$ cat config.mk
export PLATFORM = sky130hd
export DESIGN_NAME = rxq_frame_buf
export DESIGN_NICKNAME = d
export VERILOG_FILES = /design/src/rtl/rxq_pkg.sv /design/src/rtl/rxq_word_packer.sv /design/src/rtl/rxq_pop_tracker.sv /design/src/rtl/rxq_frame_buf.sv
export SDC_FILE = /design/constraint.sdc
export NUM_CORES = 2
export LEC_CHECK = 0
export BUFFER_PORTS_ARGS = -buffer_cell sky130_fd_sc_hd__buf_4
export CAP_MARGIN = 20
export CORE_UTILIZATION = 65
export DETAILED_ROUTE_END_ITERATION = 10
export PLACE_DENSITY_LB_ADDON = 0.2
export SETUP_SLACK_MARGIN = 0.05
export SYNTH_ARGS = -nofsm -noshare
export SYNTH_HDL_FRONTEND = slang
export SYNTH_HIERARCHICAL = 1
export SYNTH_SLANG_ARGS = --single-unit
$ cat constraint.sdc
create_clock -name clk_i -period 15.9 [get_ports clk_i]
set_input_delay 0.795 -clock clk_i [delete_from_list [all_inputs] [get_ports clk_i]]
set_output_delay 0.795 -clock clk_i [all_outputs]
set_load 0.02 [all_outputs]
$ cat src/rtl/rxq_pkg.sv
package rxq_pkg;
  localparam int LEN_W = 16;
  localparam int ST_W = 15;
  localparam logic [31:0] SYNC_WORD = 32'h5AA5_0143;
  localparam int MIN_LEN = 64;

  typedef enum logic [1:0] {
    PH_HDR = 2'd0,
    PH_LEN = 2'd1,
    PH_PAY = 2'd2
  } rd_phase_e;
endpackage

$ cat src/rtl/rxq_word_packer.sv
module rxq_word_packer
  import rxq_pkg::*;
#(
  parameter int AW = 6
) (
  input  logic                clk_i,
  input  logic                rst_ni,
  input  logic                flush_i,
  input  logic                valid_i,
  input  logic [7:0]          byte_i,
  input  logic                last_i,
  input  logic [ST_W-1:0]     status_i,
  input  logic [AW:0]         free_i,
  output logic                we_o,
  output logic [31:0]         wdata_o,
  output logic [AW-1:0]       widx_o,
  output logic                commit_o,
  output logic [AW:0]         total_o,
  output logic [31:0]         lenstat_o
);
  localparam int IDX_W = LEN_W - 2;

  logic [LEN_W-1:0] cnt_q, cnt_n;
  logic [31:0]      acc_q, acc_n;
  logic             drop_q;
  logic [1:0]       lane;
  logic [IDX_W-1:0] idx;
  logic [LEN_W:0]   need;
  logic             ovf, ok, word_end, runt;

  assign lane  = cnt_q[1:0];
  assign idx   = cnt_q[LEN_W-1:2];
  assign cnt_n = cnt_q + 1'b1;
  // words needed once this byte's word is stored: sync + lenstat + payload
  assign need  = (LEN_W+1)'(idx) + (LEN_W+1)'(3);
  assign ovf   = need > (LEN_W+1)'(free_i);
  assign ok    = valid_i && !flush_i && !drop_q && !ovf;
  assign word_end = (lane == 2'd3) || last_i;

  always_comb begin
    if (lane == 2'd0) acc_n = {24'h0, byte_i};
    else              acc_n = acc_q | ({24'h0, byte_i} << {lane, 3'b000});
  end

  assign runt      = cnt_n < LEN_W'(MIN_LEN);
  assign we_o      = ok && word_end;
  assign wdata_o   = acc_n;
  assign widx_o    = idx[AW-1:0];
  assign commit_o  = ok && last_i;
  assign total_o   = need[AW:0];
  assign lenstat_o = {status_i, runt, cnt_n};

  always_ff @(posedge clk_i or negedge rst_ni) begin
    if (!rst_ni) begin
      cnt_q  <= '0;
      acc_q  <= '0;
      drop_q <= 1'b0;
    end else if (flush_i) begin
      cnt_q  <= '0;
      acc_q  <= '0;
      drop_q <= valid_i ? !last_i : (cnt_q != '0);
    end else if (valid_i) begin
      acc_q <= acc_n;
      if (last_i) begin
        cnt_q  <= '0;
        drop_q <= 1'b0;
      end else begin
        cnt_q  <= cnt_n;
        drop_q <= drop_q | ovf;
      end
    end
  end

  a_r8_commit_room: assert property (@(posedge clk_i) disable iff (!rst_ni)
    commit_o |-> ((LEN_W+1)'(total_o) <= (LEN_W+1)'(free_i)));
endmodule

$ cat src/rtl/rxq_pop_tracker.sv
module rxq_pop_tracker
  import rxq_pkg::*;
(
  input  logic             clk_i,
  input  logic             rst_ni,
  input  logic             flush_i,
  input  logic             pop_i,
  input  logic [LEN_W-1:0] len_i,
  output rd_phase_e        phase_o,
  output logic             done_o
);
  rd_phase_e          phase_q;
  logic [LEN_W-2:0]   rem_q;
  logic [LEN_W:0]     rounded;

  assign rounded = {1'b0, len_i} + (LEN_W+1)'(3);
  assign phase_o = phase_q;
  assign done_o  = pop_i && (phase_q == PH_PAY) && (rem_q == (LEN_W-1)'(1));

  always_ff @(posedge clk_i or negedge rst_ni) begin
    if (!rst_ni) begin
      phase_q <= PH_HDR;
      rem_q   <= '0;
    end else if (flush_i) begin
      phase_q <= PH_HDR;
      rem_q   <= '0;
    end else if (pop_i) begin
      unique case (phase_q)
        PH_HDR: phase_q <= PH_LEN;
        PH_LEN: begin
          phase_q <= PH_PAY;
          rem_q   <= rounded[LEN_W:2];
        end
        PH_PAY: begin
          rem_q <= rem_q - 1'b1;
          if (rem_q == (LEN_W-1)'(1)) phase_q <= PH_HDR;
        end
        default: phase_q <= PH_HDR;
      endcase
    end
  end

  a_r4_pay_rem_live: assert property (@(posedge clk_i) disable iff (!rst_ni)
    (phase_q == PH_PAY) |-> (rem_q != '0));
endmodule

$ cat src/rtl/rxq_frame_buf.sv
module rxq_frame_buf
  import rxq_pkg::*;
#(
  parameter int DEPTH = 64,
  parameter int CNT_W = 8
) (
  input  logic            clk_i,
  input  logic            rst_ni,
  input  logic            rx_valid_i,
  input  logic [7:0]      rx_byte_i,
  input  logic            rx_last_i,
  input  logic [ST_W-1:0] rx_status_i,
  input  logic            rd_en_i,
  output logic [31:0]     rd_data_o,
  output logic [CNT_W-1:0] frame_cnt_o,
  input  logic            cnt_clr_i,
  input  logic            flush_i,
  output logic            flush_busy_o
);
  localparam int AW = $clog2(DEPTH);

  logic [31:0]      mem [DEPTH];
  logic [AW-1:0]    cptr_q, rptr_q;
  logic [AW:0]      occ_q, free_w;
  logic [CNT_W-1:0] cnt_q;
  logic             flush_q;
  logic             empty, pop;

  logic             pk_we, pk_commit;
  logic [31:0]      pk_wdata, pk_lenstat;
  logic [AW-1:0]    pk_widx;
  logic [AW:0]      pk_total;
  rd_phase_e        rd_phase;
  logic             frame_done;

  assign free_w = (AW+1)'(DEPTH) - occ_q;
  assign empty  = (occ_q == '0);
  assign pop    = rd_en_i && !empty && !flush_q;

  assign rd_data_o    = empty ? 32'h0 : mem[rptr_q];
  assign frame_cnt_o  = cnt_q;
  assign flush_busy_o = flush_q;

  rxq_word_packer #(.AW(AW)) u_packer (
    .clk_i     (clk_i),
    .rst_ni    (rst_ni),
    .flush_i   (flush_q),
    .valid_i   (rx_valid_i),
    .byte_i    (rx_byte_i),
    .last_i    (rx_last_i),
    .status_i  (rx_status_i),
    .free_i    (free_w),
    .we_o      (pk_we),
    .wdata_o   (pk_wdata),
    .widx_o    (pk_widx),
    .commit_o  (pk_commit),
    .total_o   (pk_total),
    .lenstat_o (pk_lenstat)
  );

  rxq_pop_tracker u_tracker (
    .clk_i   (clk_i),
    .rst_ni  (rst_ni),
    .flush_i (flush_q),
    .pop_i   (pop),
    .len_i   (rd_data_o[LEN_W-1:0]),
    .phase_o (rd_phase),
    .done_o  (frame_done)
  );

  // payload lands past the two reserved words; both are filled at commit
  always_ff @(posedge clk_i) begin
    if (pk_we) mem[cptr_q + AW'(2) + pk_widx] <= pk_wdata;
    if (pk_commit) begin
      mem[cptr_q]          <= SYNC_WORD;
      mem[cptr_q + AW'(1)] <= pk_lenstat;
    end
  end

  always_ff @(posedge clk_i or negedge rst_ni) begin
    if (!rst_ni) begin
      cptr_q  <= '0;
      rptr_q  <= '0;
      occ_q   <= '0;
      cnt_q   <= '0;
      flush_q <= 1'b0;
    end else begin
      flush_q <= flush_i;
      if (flush_q) begin
        cptr_q <= '0;
        rptr_q <= '0;
        occ_q  <= '0;
        cnt_q  <= '0;
      end else begin
        if (pk_commit) cptr_q <= cptr_q + pk_total[AW-1:0];
        if (pop)       rptr_q <= rptr_q + 1'b1;
        occ_q <= occ_q + (pk_commit ? pk_total : '0) - (AW+1)'(pop);
        if (cnt_clr_i)
          cnt_q <= '0;
        else
          cnt_q <= cnt_q + CNT_W'(pk_commit)
                 - CNT_W'(frame_done && (cnt_q != '0));
      end
    end
  end

  a_r8_occ_bound: assert property (@(posedge clk_i) disable iff (!rst_ni)
    occ_q <= (AW+1)'(DEPTH));

  a_r2_sync_first: assert property (@(posedge clk_i) disable iff (!rst_ni)
    (pop && rd_phase == PH_HDR) |-> (rd_data_o == SYNC_WORD));

  a_r7_flush_no_done: assert property (@(posedge clk_i) disable iff (!rst_ni)
    flush_q |=> !frame_done);

  a_r9_empty_no_done: assert property (@(posedge clk_i) disable iff (!rst_ni)
    empty |-> !frame_done);
endmodule

==> impl_results.html <==
<table>
<tr><th>Metric</th><th>Value</th></tr>
<tr><th colspan="2">Global route</th></tr>
<tr><td>Largest net degree at the start of global routing</td><td>roughly 130</td></tr>
<tr><td>Number of global-route vias before repair</td><td>a little over 70,000</td></tr>
<tr><td>Initial antenna violation count</td><td>19</td></tr>
<tr><td>GRT Overall Usage</td><td>0.4441</td></tr>
<tr><td>Grt ovf</td><td>0</td></tr>
<tr><td>First-pass GRT wire length</td><td>532.1 mm</td></tr>
<tr><th colspan="2">Clocking</th></tr>
<tr><td>TritonCTS clock tree</td><td>done</td></tr>
<tr><td>Post-cts hold buffer count</td><td>2</td></tr>
<tr><td>Clock-pin slew on the worst setup and hold paths</td><td>0.06 ns</td></tr>
<tr><td>Number of instances resized during post-cts repair</td><td>0</td></tr>
<tr><td>CTS sink count</td><td>around 2,100</td></tr>
<tr><td>Maximum level of the CTS H-tree</td><td>4</td></tr>
<tr><td>Number of buffers inserted by post-CTS setup repair</td><td>0</td></tr>
<tr><td>Clock buffer count from CTS</td><td>about 210</td></tr>
<tr><td>Deepest clock path buffer count</td><td>3</td></tr>
<tr><td>Root buf cell</td><td>sky130_fd_sc_hd__clkbuf_16</td></tr>
<tr><td>Clock latency at the later pin of the worst-skew pair</td><td>0.92 ns</td></tr>
<tr><th colspan="2">STA</th></tr>
<tr><td>Slew HR</td><td>0.1540</td></tr>
<tr><td>Actual transition at the worst max-transition pin</td><td>between 1 and 1.5 ns</td></tr>
<tr><td>Final period demand of the worst path</td><td>roughly 7.9 ns</td></tr>
<tr><td>Final Max Slew Viols</td><td>0</td></tr>
<tr><td>Final Hold Violating Endpoints</td><td>0</td></tr>
<tr><td>Accumulated negative setup slack</td><td>0 ns</td></tr>
<tr><td>Total of endpoints with negative setup slack in the final report</td><td>0</td></tr>
<tr><td>Skew final</td><td>approximately 0.053 ns</td></tr>
<tr><td>Timing-limited maximum frequency</td><td>between 100 and 150 MHz</td></tr>
<tr><td>Unrepaired setup endpoints after global routing</td><td>no</td></tr>
<tr><td>Post-route fraction of the period consumed by the critical path</td><td>0.4949</td></tr>
<tr><th colspan="2">Drt</th></tr>
<tr><td>Routed Antenna Nets</td><td>0</td></tr>
<tr><td>Vias/cell</td><td>8.335</td></tr>
<tr><td>Routed len/inst</td><td>41.01 um</td></tr>
<tr><td>DR iter-0 viols</td><td>between 15,000 and 20,000</td></tr>
<tr><td>Iteration count of the initial detailed-routing pass</td><td>7</td></tr>
<tr><td>Vias after detailed routing</td><td>around 77,000</td></tr>
<tr><td>Post-detailed-routing wire length</td><td>376.8 mm</td></tr>
<tr><td>Number of design rule violations left after detail routing</td><td>0</td></tr>
<tr><th colspan="2">Synthesis</th></tr>
<tr><td>Number of synthesized register bits</td><td>2,142</td></tr>
<tr><td>Cell types occupying the most area after synthesis</td><td>sky130_fd_sc_hd__edfxtp_1 (57%), sky130_fd_sc_hd__mux4_2 (12%), sky130_fd_sc_hd__a22o_1 (10%)</td></tr>
<tr><td>Share of synthesized cell area in full adder, half adder and majority cells</td><td>0.006950</td></tr>
<tr><td>Parity-gate share of the synthesized area counting xor and xnor cells</td><td>0.005535</td></tr>
<tr><td>Async S/R FF share, synth</td><td>0.04388</td></tr>
<tr><td>Post-Syn Instances</td><td>between 7,000 and 8,000</td></tr>
<tr><td>Sequential-to-total area share from yosys stat</td><td>0.5872</td></tr>
<tr><td>Primary flip-flop cell chosen by synthesis mapping</td><td>sky130_fd_sc_hd__edfxtp_1</td></tr>
<tr><td>Simple-gate share of the synthesized area</td><td>0.02488</td></tr>
<tr><td>Portion of netlist area occupied by mux cells</td><td>0.1331</td></tr>
<tr><td>Syn_nets</td><td>approximately 7,400</td></tr>
<tr><td>Netlist area before placement</td><td>between 0.1 and 0.15 mm2</td></tr>
<tr><td>Main combinational cell family by area after synthesis</td><td>compound AO/OA/AOI/OAI gates</td></tr>
<tr><td>Number of library cell types mapped by synthesis</td><td>around 90</td></tr>
<tr><td>Yosys synthesis warning count</td><td>6</td></tr>
<tr><td>Post-Synthesis Mean Instance Area</td><td>approximately 15 um2</td></tr>
<tr><td>Library cell occupying the most area in the post-synthesis netlist</td><td>sky130_fd_sc_hd__edfxtp_1</td></tr>
<tr><td>Number of enable-type register cells in the synthesized netlist</td><td>2,048</td></tr>
<tr><td>Synthesized-area fraction occupied by ao, oa, aoi and oai cells</td><td>0.1961</td></tr>
<tr><td>Share of the synthesized area in the top cell type</td><td>0.5656</td></tr>
<tr><th colspan="2">Power and ir drop</th></tr>
<tr><td>Final Total Pwr</td><td>about 14 mW</td></tr>
<tr><td>Max IR drop VDD</td><td>between 0.1 and 0.15 mV</td></tr>
<tr><td>Power density relative to cell area</td><td>approximately 110 mW/mm2</td></tr>
<tr><td>P_leak</td><td>39.49 nW</td></tr>
<tr><th colspan="2">Die</th></tr>
<tr><td>Die Height</td><td>slightly above 400 um</td></tr>
<tr><td>Die Footprint</td><td>between 0.15 and 0.2 mm2</td></tr>
<tr><td>Initial Util</td><td>0.6568</td></tr>
<tr><td>Horizontal extent of the die</td><td>between 400 and 500 um</td></tr>
<tr><td>Boundary Pins</td><td>between 70 and 80</td></tr>
<tr><td>Std cell rows</td><td>149</td></tr>
<tr><td>Area of the placeable core</td><td>about 0.17 mm2</td></tr>
<tr><th colspan="2">Layout</th></tr>
<tr><td>Layout area overhead</td><td>9.296%</td></tr>
<tr><td>Summed area of non-filler cells in the final layout</td><td>about 0.12 mm2</td></tr>
<tr><td>Total Nets Final</td><td>between 6,000 and 7,000</td></tr>
<tr><td>Final core area utilization</td><td>0.7178</td></tr>
<tr><td>Number of fillers in the final layout</td><td>between 10,000 and 15,000</td></tr>
<tr><td>Layout cells sized above 1</td><td>0.2295</td></tr>
<tr><th colspan="2">Setup path</th></tr>
<tr><td>CP Max Fanout</td><td>45</td></tr>
<tr><td>Worst setup EP type</td><td>primary output</td></tr>
<tr><td>Worst stage delay on the critical path</td><td>approximately 0.97 ns</td></tr>
<tr><td>Highest-delay cell along the critical path</td><td>sky130_fd_sc_hd__dfrtp_4</td></tr>
<tr><td>CP Class</td><td>register to primary output</td></tr>
<tr><td>Cells along the critical path</td><td>buf_4 &gt; buf_4 &gt; buf_4 &gt; mux4_2 &gt; mux4_2 &gt; mux2i_1 &gt; a21oi_1 &gt; buf_4</td></tr>
<tr><td>Worst path arrival time</td><td>7.07 ns</td></tr>
<tr><td>Cell repeated most along the worst path</td><td>sky130_fd_sc_hd__buf_4</td></tr>
<tr><td>Worst path required time</td><td>~15 ns</td></tr>
<tr><td>Kind of launch point of the worst setup path</td><td>register</td></tr>
<tr><th colspan="2">Place</th></tr>
<tr><td>Port-buffer cells</td><td>70</td></tr>
<tr><td>HPWL Detailed</td><td>~220 mm</td></tr>
<tr><td>Cell area after placement</td><td>0.1113 mm2</td></tr>
<tr><td>Placer congestion estimate</td><td>about 1</td></tr>
<tr><th colspan="2">Worst hold path</th></tr>
<tr><td>Worst min path class</td><td>primary input to register</td></tr>
<tr><th colspan="2">Outcome</th></tr>
<tr><td>Run status</td><td>finished clean</td></tr>
<tr><th colspan="2">Run</th></tr>
<tr><td>Max-capacitance violation count</td><td>0</td></tr>
</table>
==> final cells by class <==
type / count / area (um2) / share of cell area
well taps: 2189 / 2739 / 0.02305
diodes: 8 / 20.02 / 0.0001685
flip-flops and latches: 2142 / 63870 / 0.5374
multi-input cells: 3978 / 41460 / 0.3489
inverters: 61 / 229.0 / 0.001927
clock inverters: 150 / 1371 / 0.01154
clock buffers: 253 / 5502 / 0.04629
repair buffers: 408 / 3647 / 0.03069
==> cell families after synthesis <==
| logic type | after synthesis |
|---|---|
| buf+inv | 1152 |
| fa+ha+maj | 58 |
| flops | 2142 |
| xor+xnor | 67 |
| mux | 699 |
| compound gates | 2594 |
| simple gates | 560 |
==> registers in the layout, indices dropped and copies added (netlist names) <==
register,cells
frame_cnt_o,8
u_tracker/rem_q,15
flush_busy_o,1
u_packer/acc_q,32
rptr_q,6
u_packer/drop_q,1
u_packer/cnt_q,16
mem,2048
u_tracker/phase_o,2
cptr_q,6
occ_q,7
==> where the power goes <==
| part | switching [mW] | internal, mW |
|---|---|---|
| Sequential | 0.0526 | 6.16 |
| Combinational | 1.41 | 0.957 |
| Clock | 2.29 | 2.76 |
| Total | 3.75 | 9.88 |
==> metrics by stage <==
step	std cells	hold slack, ns	setup slack (ns)
5_1_grt	9181	0.1991	7.889
4_1_cts	9141	0.1659	8.177
2_1_floorplan	7272	0.4871	9.936
3_5_place_dp	8736	0.5137	8.652
6_report	9189	0.2032	8.031
3_3_place_gp	8710	0.5029	8.591
==> final timing paths <==
check,start,to,slack (ns),cells after the start
worst max-delay path,rptr_q[0]$_DFFE_PN0P_,rd_data_o[14],8.03,8
worst min-delay path,cnt_clr_i,frame_cnt_o[1]$_DFF_PN0_,0.20,3
worst max register to register,occ_q[0]$_DFF_PN0_,mem[31][6]$_DFFE_PP_,8.14,20
worst min register to register,u_packer/acc_q[27]$_DFFE_PN0P_,u_packer/acc_q[27]$_DFFE_PN0P_,0.53,2
max in group asynchronous,rst_ni,rptr_q[1]$_DFFE_PN0P_,14.19,3
min in group asynchronous,rst_ni,u_packer/acc_q[2]$_DFFE_PN0P_,0.41,2
==> placed cells by master, fill, tap and decap left out, drive strengths merged, types with 98 or more instances in the layout <==
master,count
nand2,153
clkinv,115
a21oi,153
buf,406
clkbuf,253
mux2i,98
o21ai,207
o22a,769
a22o,1299
nor2,198
mux4,597
edfxtp,2048
==> cell usage after synthesis, drive strengths merged (19+ instances only) <==
master / instances
a211oi: 19
xor2: 25
mux2i: 98
dfrtp: 94
o21ai: 207
o22a: 769
nand3: 35
nand2b: 25
edfxtp: 2048
nor4: 20
xnor2: 42
a22oi: 41
nand4: 24
clkbuf: 631
buf: 460
a22o: 1299
mux4: 597
nor2b: 22
nor3: 33
ha: 54
nand2: 153
nor2: 198
a21oi: 153
inv: 61
==> critical path, delay by kind of cell, from the launching register on <==
family          cells  cell delay, ns
buf+inv             4            2.68
mux                 3            1.85
flops               1            0.97
compound gates      1            0.46
==> layer usage <==
layer	vias up	share of wire	global-route usage	wire length [um]
met4	12	0.080	0.2822	30250
li1	29150	-	-	-
met5	-	0.00019	0	70
met3	1497	0.18	0.1816	67620
met1	38180	0.32	0.5801	119000
met2	7751	0.42	0.6181	159800
(Power assumes the default switching activity.)
